==> src/rtl/gpio_pinreg_pkg.sv <==
package gpio_pinreg_pkg;
    localparam int REG_W = 32;

    typedef enum logic [1:0] {
        MODE_IN    = 2'b00,
        MODE_OUT   = 2'b01,
        MODE_ALT_A = 2'b10,
        MODE_ALT_B = 2'b11
    } pin_mode_e;
endpackage

==> src/rtl/gpio_sync.sv <==
module gpio_sync #(
    parameter int W = 19
) (
    input  logic         clk,
    input  logic         frst_n,
    input  logic [W-1:0] async_in,
    output logic [W-1:0] sync_out
);
    typedef struct packed {
        logic [W-1:0] s1;
        logic [W-1:0] s2;
    } sync_t;

    sync_t st_d, st_q;

    always_comb begin
        st_d    = st_q;
        st_d.s1 = async_in;
        st_d.s2 = st_q.s1;
    end

    always_ff @(posedge clk or negedge frst_n) begin
        if (!frst_n) st_q <= '0;
        else         st_q <= st_d;
    end

    assign sync_out = st_q.s2;
endmodule

==> src/rtl/gpio_alt_status.sv <==
module gpio_alt_status #(
    parameter int NUM_PORTS = 4
) (
    input  logic                 clk,
    input  logic                 frst_n,
    input  logic [NUM_PORTS-1:0] pd_changed,
    input  logic [NUM_PORTS-1:0] pd_chg_en,
    input  logic                 hp_intr,
    input  logic                 port_reset_act,
    input  logic                 pwr_limit_exc,
    output logic                 pdc_sum,
    output logic                 hp_sum,
    output logic                 ovp_sum
);
    typedef struct packed {
        logic pdc;
        logic hp;
        logic ovp;
    } alt_t;

    alt_t st_d, st_q;
    logic [NUM_PORTS-1:0] port_hit;

    always_comb begin
        port_hit = pd_changed & pd_chg_en;
        st_d     = st_q;
        st_d.pdc = |port_hit;
        st_d.hp  = hp_intr;
        st_d.ovp = port_reset_act | pwr_limit_exc;
    end

    always_ff @(posedge clk or negedge frst_n) begin
        if (!frst_n) st_q <= '0;
        else         st_q <= st_d;
    end

    assign pdc_sum = st_q.pdc;
    assign hp_sum  = st_q.hp;
    assign ovp_sum = st_q.ovp;


    pdc_follow_chk: assert property (@(posedge clk) disable iff (!frst_n)
        (|(pd_changed & pd_chg_en)) |=> pdc_sum);

    pdc_quiet_chk: assert property (@(posedge clk) disable iff (!frst_n)
        !(|(pd_changed & pd_chg_en)) |=> !pdc_sum);

    hp_follow_chk: assert property (@(posedge clk) disable iff (!frst_n)
        hp_intr |=> hp_sum);

    ovp_reset_chk: assert property (@(posedge clk) disable iff (!frst_n)
        port_reset_act |=> ovp_sum);
endmodule

==> src/rtl/gpio_pin_mux.sv <==
module gpio_pin_mux
    import gpio_pinreg_pkg::*;
#(
    parameter int PIN_W   = 19,
    parameter int PDC_PIN = 18,
    parameter int OVP_PIN = 17
) (
    input  logic [2*PIN_W-1:0] pin_mode,
    input  logic [PIN_W-1:0]   latch,
    input  logic               pdc_sum,
    input  logic               hp_sum,
    input  logic               ovp_sum,
    output logic [PIN_W-1:0]   pin_out,
    output logic [PIN_W-1:0]   pin_oe,
    output logic [PIN_W-1:0]   out_mask
);
    for (genvar i = 0; i < PIN_W; i++) begin : g_pin
        pin_mode_e m;
        logic      val;
        logic      oe;
        always_comb begin
            m   = pin_mode_e'(pin_mode[2*i +: 2]);
            val = 1'b0;
            oe  = 1'b0;
            if (m == MODE_OUT) begin
                val = latch[i];
                oe  = 1'b1;
            end else if (m != MODE_IN) begin
                if (i == PDC_PIN) begin
                    val = (m == MODE_ALT_A) ? pdc_sum : hp_sum;
                    oe  = 1'b1;
                end else if (i == OVP_PIN) begin
                    val = ovp_sum;
                    oe  = 1'b1;
                end
            end
        end
        assign pin_out[i]  = oe & val;
        assign pin_oe[i]   = oe;
        assign out_mask[i] = (m == MODE_OUT);
    end
endmodule

==> src/rtl/gpio_pinreg.sv <==
module gpio_pinreg
    import gpio_pinreg_pkg::*;
#(
    parameter int          PIN_W      = 19,
    parameter int          NUM_PORTS  = 4,
    parameter int          ADDR_W     = 8,
    parameter logic [7:0]  REG_OFFSET = 8'hC4,
    parameter int          PDC_PIN    = 18,
    parameter int          OVP_PIN    = 17
) (
    input  logic                 clk,
    input  logic                 frst_n,
    input  logic [ADDR_W-1:0]    cfg_addr,
    input  logic                 cfg_wr,
    input  logic [REG_W-1:0]     cfg_wdata,
    output logic [REG_W-1:0]     rd_data,
    input  logic [2*PIN_W-1:0]   pin_mode,
    input  logic [PIN_W-1:0]     pin_in,
    output logic [PIN_W-1:0]     pin_out,
    output logic [PIN_W-1:0]     pin_oe,
    input  logic                 nv_load,
    input  logic [PIN_W-1:0]     nv_data,
    input  logic [NUM_PORTS-1:0] pd_changed,
    input  logic [NUM_PORTS-1:0] pd_chg_en,
    input  logic                 hp_intr,
    input  logic                 port_reset_act,
    input  logic                 pwr_limit_exc
);
    localparam logic [ADDR_W-1:0] HIT_ADDR = ADDR_W'(REG_OFFSET);

    typedef struct packed {
        logic [PIN_W-1:0] latch;
    } reg_t;

    reg_t             st_d, st_q;
    logic [PIN_W-1:0] pin_sync;
    logic [PIN_W-1:0] out_mask;
    logic [PIN_W-1:0] wr_mask;
    logic             addr_hit;
    logic             pdc_sum, hp_sum, ovp_sum;

    gpio_sync #(.W(PIN_W)) u_sync (
        .clk      (clk),
        .frst_n   (frst_n),
        .async_in (pin_in),
        .sync_out (pin_sync)
    );

    gpio_alt_status #(.NUM_PORTS(NUM_PORTS)) u_alt (
        .clk            (clk),
        .frst_n         (frst_n),
        .pd_changed     (pd_changed),
        .pd_chg_en      (pd_chg_en),
        .hp_intr        (hp_intr),
        .port_reset_act (port_reset_act),
        .pwr_limit_exc  (pwr_limit_exc),
        .pdc_sum        (pdc_sum),
        .hp_sum         (hp_sum),
        .ovp_sum        (ovp_sum)
    );

    gpio_pin_mux #(.PIN_W(PIN_W), .PDC_PIN(PDC_PIN), .OVP_PIN(OVP_PIN)) u_mux (
        .pin_mode (pin_mode),
        .latch    (st_q.latch),
        .pdc_sum  (pdc_sum),
        .hp_sum   (hp_sum),
        .ovp_sum  (ovp_sum),
        .pin_out  (pin_out),
        .pin_oe   (pin_oe),
        .out_mask (out_mask)
    );

    always_comb begin
        addr_hit = (cfg_addr == HIT_ADDR);
        wr_mask  = (cfg_wr && addr_hit) ? out_mask : '0;
        st_d     = st_q;
        if (nv_load)
            st_d.latch = nv_data;
        else
            st_d.latch = (st_q.latch & ~wr_mask) | (cfg_wdata[PIN_W-1:0] & wr_mask);
    end

    always_ff @(posedge clk or negedge frst_n) begin
        if (!frst_n) st_q <= '0;
        else         st_q <= st_d;
    end

    always_comb begin
        rd_data = '0;
        if (addr_hit) rd_data[PIN_W-1:0] = pin_sync;
    end


    masked_write_chk: assert property (@(posedge clk) disable iff (!frst_n)
        !nv_load |=> ((st_q.latch ^ $past(st_q.latch)) & ~$past(wr_mask)) == '0);

    nv_load_chk: assert property (@(posedge clk) disable iff (!frst_n)
        nv_load |=> st_q.latch == $past(nv_data));

    reserved_zero_chk: assert property (@(posedge clk) disable iff (!frst_n)
        cfg_wr |=> rd_data[REG_W-1:PIN_W] == '0);
endmodule

==> config.mk <==
export PLATFORM = sky130hd
export DESIGN_NAME = gpio_pinreg
export DESIGN_NICKNAME = d
export VERILOG_FILES = /design/src/rtl/gpio_pinreg_pkg.sv /design/src/rtl/gpio_sync.sv /design/src/rtl/gpio_alt_status.sv /design/src/rtl/gpio_pin_mux.sv /design/src/rtl/gpio_pinreg.sv
export SDC_FILE = /design/constraint.sdc
export NUM_CORES = 1
export LEC_CHECK = 0
export BUFFER_PORTS_ARGS = -buffer_cell sky130_fd_sc_hd__buf_2
export CAP_MARGIN = 20
export CELL_PAD_IN_SITES_DETAIL_PLACEMENT = 1
export CELL_PAD_IN_SITES_GLOBAL_PLACEMENT = 2
export CORE_ASPECT_RATIO = 0.75
export CORE_MARGIN = 5
export CORE_UTILIZATION = 26
export DETAILED_ROUTE_END_ITERATION = 8
export GPL_ROUTABILITY_DRIVEN = 0
export PLACE_DENSITY_LB_ADDON = 0.15
export SLEW_MARGIN = 20
export SYNTH_ARGS = -nofsm -noshare
export SYNTH_HDL_FRONTEND = slang
export SYNTH_SLANG_ARGS = --single-unit
==> constraint.sdc <==
create_clock -name clk -period 2.11 [get_ports clk]
set_clock_uncertainty 0.15 [all_clocks]
set_input_delay 0.211 -clock clk [delete_from_list [all_inputs] [get_ports clk]]
set_output_delay 0.211 -clock clk [all_outputs]
set_load 0.03 [all_outputs]
# After elaboration in Yosys (flattened, before gate mapping)
# Index checks and enable logic that the tools add are counted.
[word_totals]
register_bits = 60
in_bits = 131
wordCells = 102
out_inout_bits = 70
[classes]
reduce_logical = 4
mux = 46
n_eq_ne = 21
bitwise_logic = 25
[ops]
columns = ["cell", "n"]
rows = [
  ["$mux 19", 3],
  ["$mux 1", 43],
  ["$and 19x19->19", 2],
  ["$eq 2x1->1 const B", 19],
  ["$and 1x1->1", 19],
  ["$not 19->19", 1],
  ["$or 19x19->19", 1],
  ["$eq 8x8->1 const B", 1],
  ["$and 4x4->4", 1],
  ["$reduce_bool 2->1", 2],
  ["$reduce_or 4->1", 1],
  ["$eq 2x2->1 const B", 1],
  ["$logic_and 1x1->1", 1],
  ["$or 1x1->1", 1],
]

# Logic depth before layout (Yosys ltp)
[logic_depth]
ltp_word = 7
mapped_depth = 5

# Cells and area by module
# Synthesis repeated with hierarchy kept, for this count alone.
[hier_totals]
hier_cells = 312
area_unflattened_um2 = 3089.2
[modules_own_cells]
columns = ["mod", "instances", "cells_each", "area_each_um2", "seq_area_each_um2"]
rows = [
  ["gpio_pinreg", 1, 189, 1492.7, 475.5],
  ["gpio_sync", 1, 38, 950.9, 950.9],
  ["gpio_pin_mux", 1, 78, 545.5, 0.0],
  ["gpio_alt_status", 1, 7, 100.1, 75.1],
]

# Worst setup path after synthesis
# No wires, ideal clock.
[synth_timing]
kind = "input to output"
startpoint = "input port cfg_addr[3]"
endpoint = "output port rd_data[10]"
cell_stages = 3
setup_slack_ns = 0.436
t_arrival_ns = 1.313
t_required_ns = 1.749
cell_sequence = "nor4b_4 clkbuf_2 and3_1"
[synth_via]
elab_chain_len = 2
[synth_lines]
columns = ["element", "line_no", "text"]
rows = [
  ["start, declared", "gpio_pinreg.sv:13", "input logic [ADDR_W-1:0] cfg_addr,"],
  ["$eq 8x8->1", "gpio_pinreg.sv:74", "addr_hit = (cfg_addr == HIT_ADDR);"],
  ["$mux 19", "gpio_pinreg.sv:90", "if (addr_hit) rd_data[PIN_W-1:0] = pin_sync;"],
  ["end, declared", "gpio_pinreg.sv:16", "output logic [REG_W-1:0] rd_data,"],
]
# No other way between the ends.

# Worst setup path in the final report
[layout_timing]
startpoint = "input port cfg_addr[0]"
endpoint = "output port rd_data[10]"
# The elaborated chain is that of the path after synthesis.

==> results.txt <==
Number of DRC markers in iteration 0 -> 41
Fraction of registers with async set/reset -> 1.00
Top-count cell post-synth -> dfrtp_1
Max Fclk -> 564 MHz
Max Fanout on Critical Path -> 26
Setup Crit Path Kind -> input pin to output port
Post-DP Area -> 4010 sq um
# setup viols final -> 0
Largest area contributor in the netlist -> dfrtp_1
Worst hold path class -> input pin to register
Setup ws final -> 0.337 ns
Port Buffers -> 174
Final Cycle Share -> 0.840
Drc violations -> 0
Seq/Total Area, Yosys -> 0.464
Root buffer cell -> clkbuf_16
Pins Over Slew Limit -> 0
Ant diodes -> 0
CTS clock-pin slew for the worst setup and hold paths -> 0.05 ns
TritonRoute pass-1 iters -> 4
DRT Wirelength -> 9370 microns
Gr usage total -> 0.128
Layout cells sized above 1 -> 0.497
Synth Instances -> 296
# Max-Cap Violations -> 0
CP required -> 1.75 ns
# rows -> 35
PostCTS Resize Cnt -> 0
Non-filler instance count after layout -> 655
Initial antenna violation count -> 0
P_leak -> 0.00251 uW
Crit. End Element -> output port
Vias -> 2819
Chip width -> 139 microns
Via density -> 4.30
Outcome -> finished, final reports clean
Starting Density -> 0.265
Sw frac -> 0.258
TNS Setup -> 0 ns
CTS tree -> built
Final HPWL DP -> 6900 microns
Avg WL per Cell -> 14.3 microns
Area growth, synth to finish -> 44.0%
GRT overflow -> 0
Setup Fix Bufs, Post-CTS -> 0
Buffer depth of the longest clock path -> 2
Fillers -> 1430
Cell internal pwr -> 2390 uW
DP Worst Slack -> 0.238 ns
Core ar. -> 12200 sq um
CTS Buf Count -> 9
Cell area after synthesis -> 3240 sq um
Post-Syn Area per Cell -> 10.9 sq um
Storage element area -> 1500 sq um
Maximum VDD drop -> 0.000415 V
Clock power frac -> 0.442
Vias in the first global route -> 3060
IO Pins -> 201
Top cells by area, synth -> dfrtp_1, buf_4, and2b_2
First-pass GRT wire length -> 15300 microns
Post-synth EDFFs -> 0
Clk Latency, worst-skew pair -> 0.32 ns
CTS Sinks -> 60
Netlist cell types -> 32
Die ar. -> 14800 sq um
Worst Path Arrival -> 1.41 ns
Yosys top cell area share -> 0.464
Combinational Power Share -> 0.171
Die Span Y -> 107 microns
RSZ-0062 raised after global routing -> no
Post-layout nets -> 615
Synth warn -> 0
Post-synth top cells -> dfrtp_1, buf_4, and2_1
Post-route cell area -> 4660 sq um
Final Hold Vio Count -> 0
Synth Flop Type -> dfrtp_1
Tmin final -> 1.77 ns
Reg power frac -> 0.387
H-tree depth -> 3
Slew Limit Headroom -> 0.571
Placed Cells incl. Taps -> 604
Post-synthesis register bit count -> 60
Pwr dens -> 693 nW/um^2
Total net switching power -> 832 uW
Startpoint Class -> input pin
Antenna-violating nets left -> 0
Largest net degree at the start of global routing -> 56
Multi-input gate area -> 1290 sq um
Worst-margin pin slew -> 0.643 ns
==> power by group through the flow <==
stage | Clock, uW | Combinational (uW) | Sequential, uW
floorplan | 0 | 355 | 1260
global placement | 0 | 503 | 1270
detailed placement | 0 | 510 | 1270
CTS | 1480 | 565 | 1250
global route | 1540 | 611 | 1260
finish | 1430 | 552 | 1250
==> kinds of logic after synthesis <==
logic type | Yosys count | synth area share
DFF | 60 | 0.464
muxes | 1 | 0.00348
other | 1 | 0.00116
buffers and inverters | 68 | 0.150
and+or+nand+nor | 105 | 0.234
AOI/OAI and AO/OA | 61 | 0.147
==> path summary, 6_finish.rpt <==
check                                          from                      endpoint  slack (ns)  cells after the start
setup / recovery                        cfg_addr[0]                   rd_data[10]        0.34                      4
min in group asynchronous                    frst_n      u_sync.st_d[2]$_DFF_PN0_        0.25                      2
hold reg to reg            u_sync.st_d[7]$_DFF_PN0_  u_sync.sync_out[7]$_DFF_PN0_        0.19                      0
setup reg to reg                           register                      register        1.16                      3
hold / removal                           nv_data[7]                      register       0.009                      3
max in group asynchronous                    frst_n      u_sync.st_d[7]$_DFF_PN0_        0.96                      3
==> layer usage <==
metal  global-route usage  routed length [microns]
met1                0.148                     3850
met2                0.228                     4780
met3               0.0397                      580
met4               0.0433                      159
met5                    0                        0
==> layout by cell type (no fill, tap or decap) <==
cell           synthesis  routed
or4b_1                 1       1
and2_1                24      24
a41o_1                 6       6
clkinv_2               0       2
and4b_1                4       4
clkinv_4               0       2
dlygate4sd3_1          0      35
o31ai_1                1       1
buf_12                 0       2
mux2_2                 1       1
nand3b_1               1       1
clkbuf_16              0       9
inv_1                 17      17
a21oi_1               19      19
nor4b_4                1       1
conb_1                 1      13
or2_2                  3       3
dfrtp_1               60      60
and4bb_2               1       1
clkinvlp_4             0       1
nor2b_1               14      14
a41oi_1               15      15
a22oi_1                2       2
nand2_1                6       6
o21ai_0                2       2
or4bb_1                1       1
bufinv_16              0       1
and3_1                19      19
o41ai_1                1       1
a41o_2                11      11
buf_2                  1     174
and2b_2               22      22
buf_4                 33       5
clkbuf_1               4       1
and2_2                 8       8
a31oi_1                4       4
==> stage by stage <==
stage | hold slack, ns | total power [uW] | util
2_1_floorplan | -0.235 | 1610 | -
4_1_cts | 0.00643 | 3300 | 0.382
6_report | 0.00888 | 3230 | 0.381
3_5_place_dp | 0.0594 | 1780 | 0.329
5_1_grt | 0.00847 | 3410 | 0.381
3_3_place_gp | 0.0697 | 1770 | 0.329
==> worst max-delay path, stage by stage <==
cell      delay, ns
buf_2          0.10
and4bb_2       0.66
and3_1         0.24
buf_2          0.20
==> cell type report <==
type                    count  area share
flip-flops and latches     60       0.322
clock inverters             6      0.0140
clock buffers              10      0.0492
well taps                 166      0.0446
multi-input cells         180       0.277
repair buffers            216       0.279
inverters                  17      0.0137
==> repair_timing <==
action                     4_1_cts  5_1_grt
setup endpoints to repair        0        1
hold buffers                    36        0
hold endpoints to repair        50        0
(Power assumes the default switching activity.)
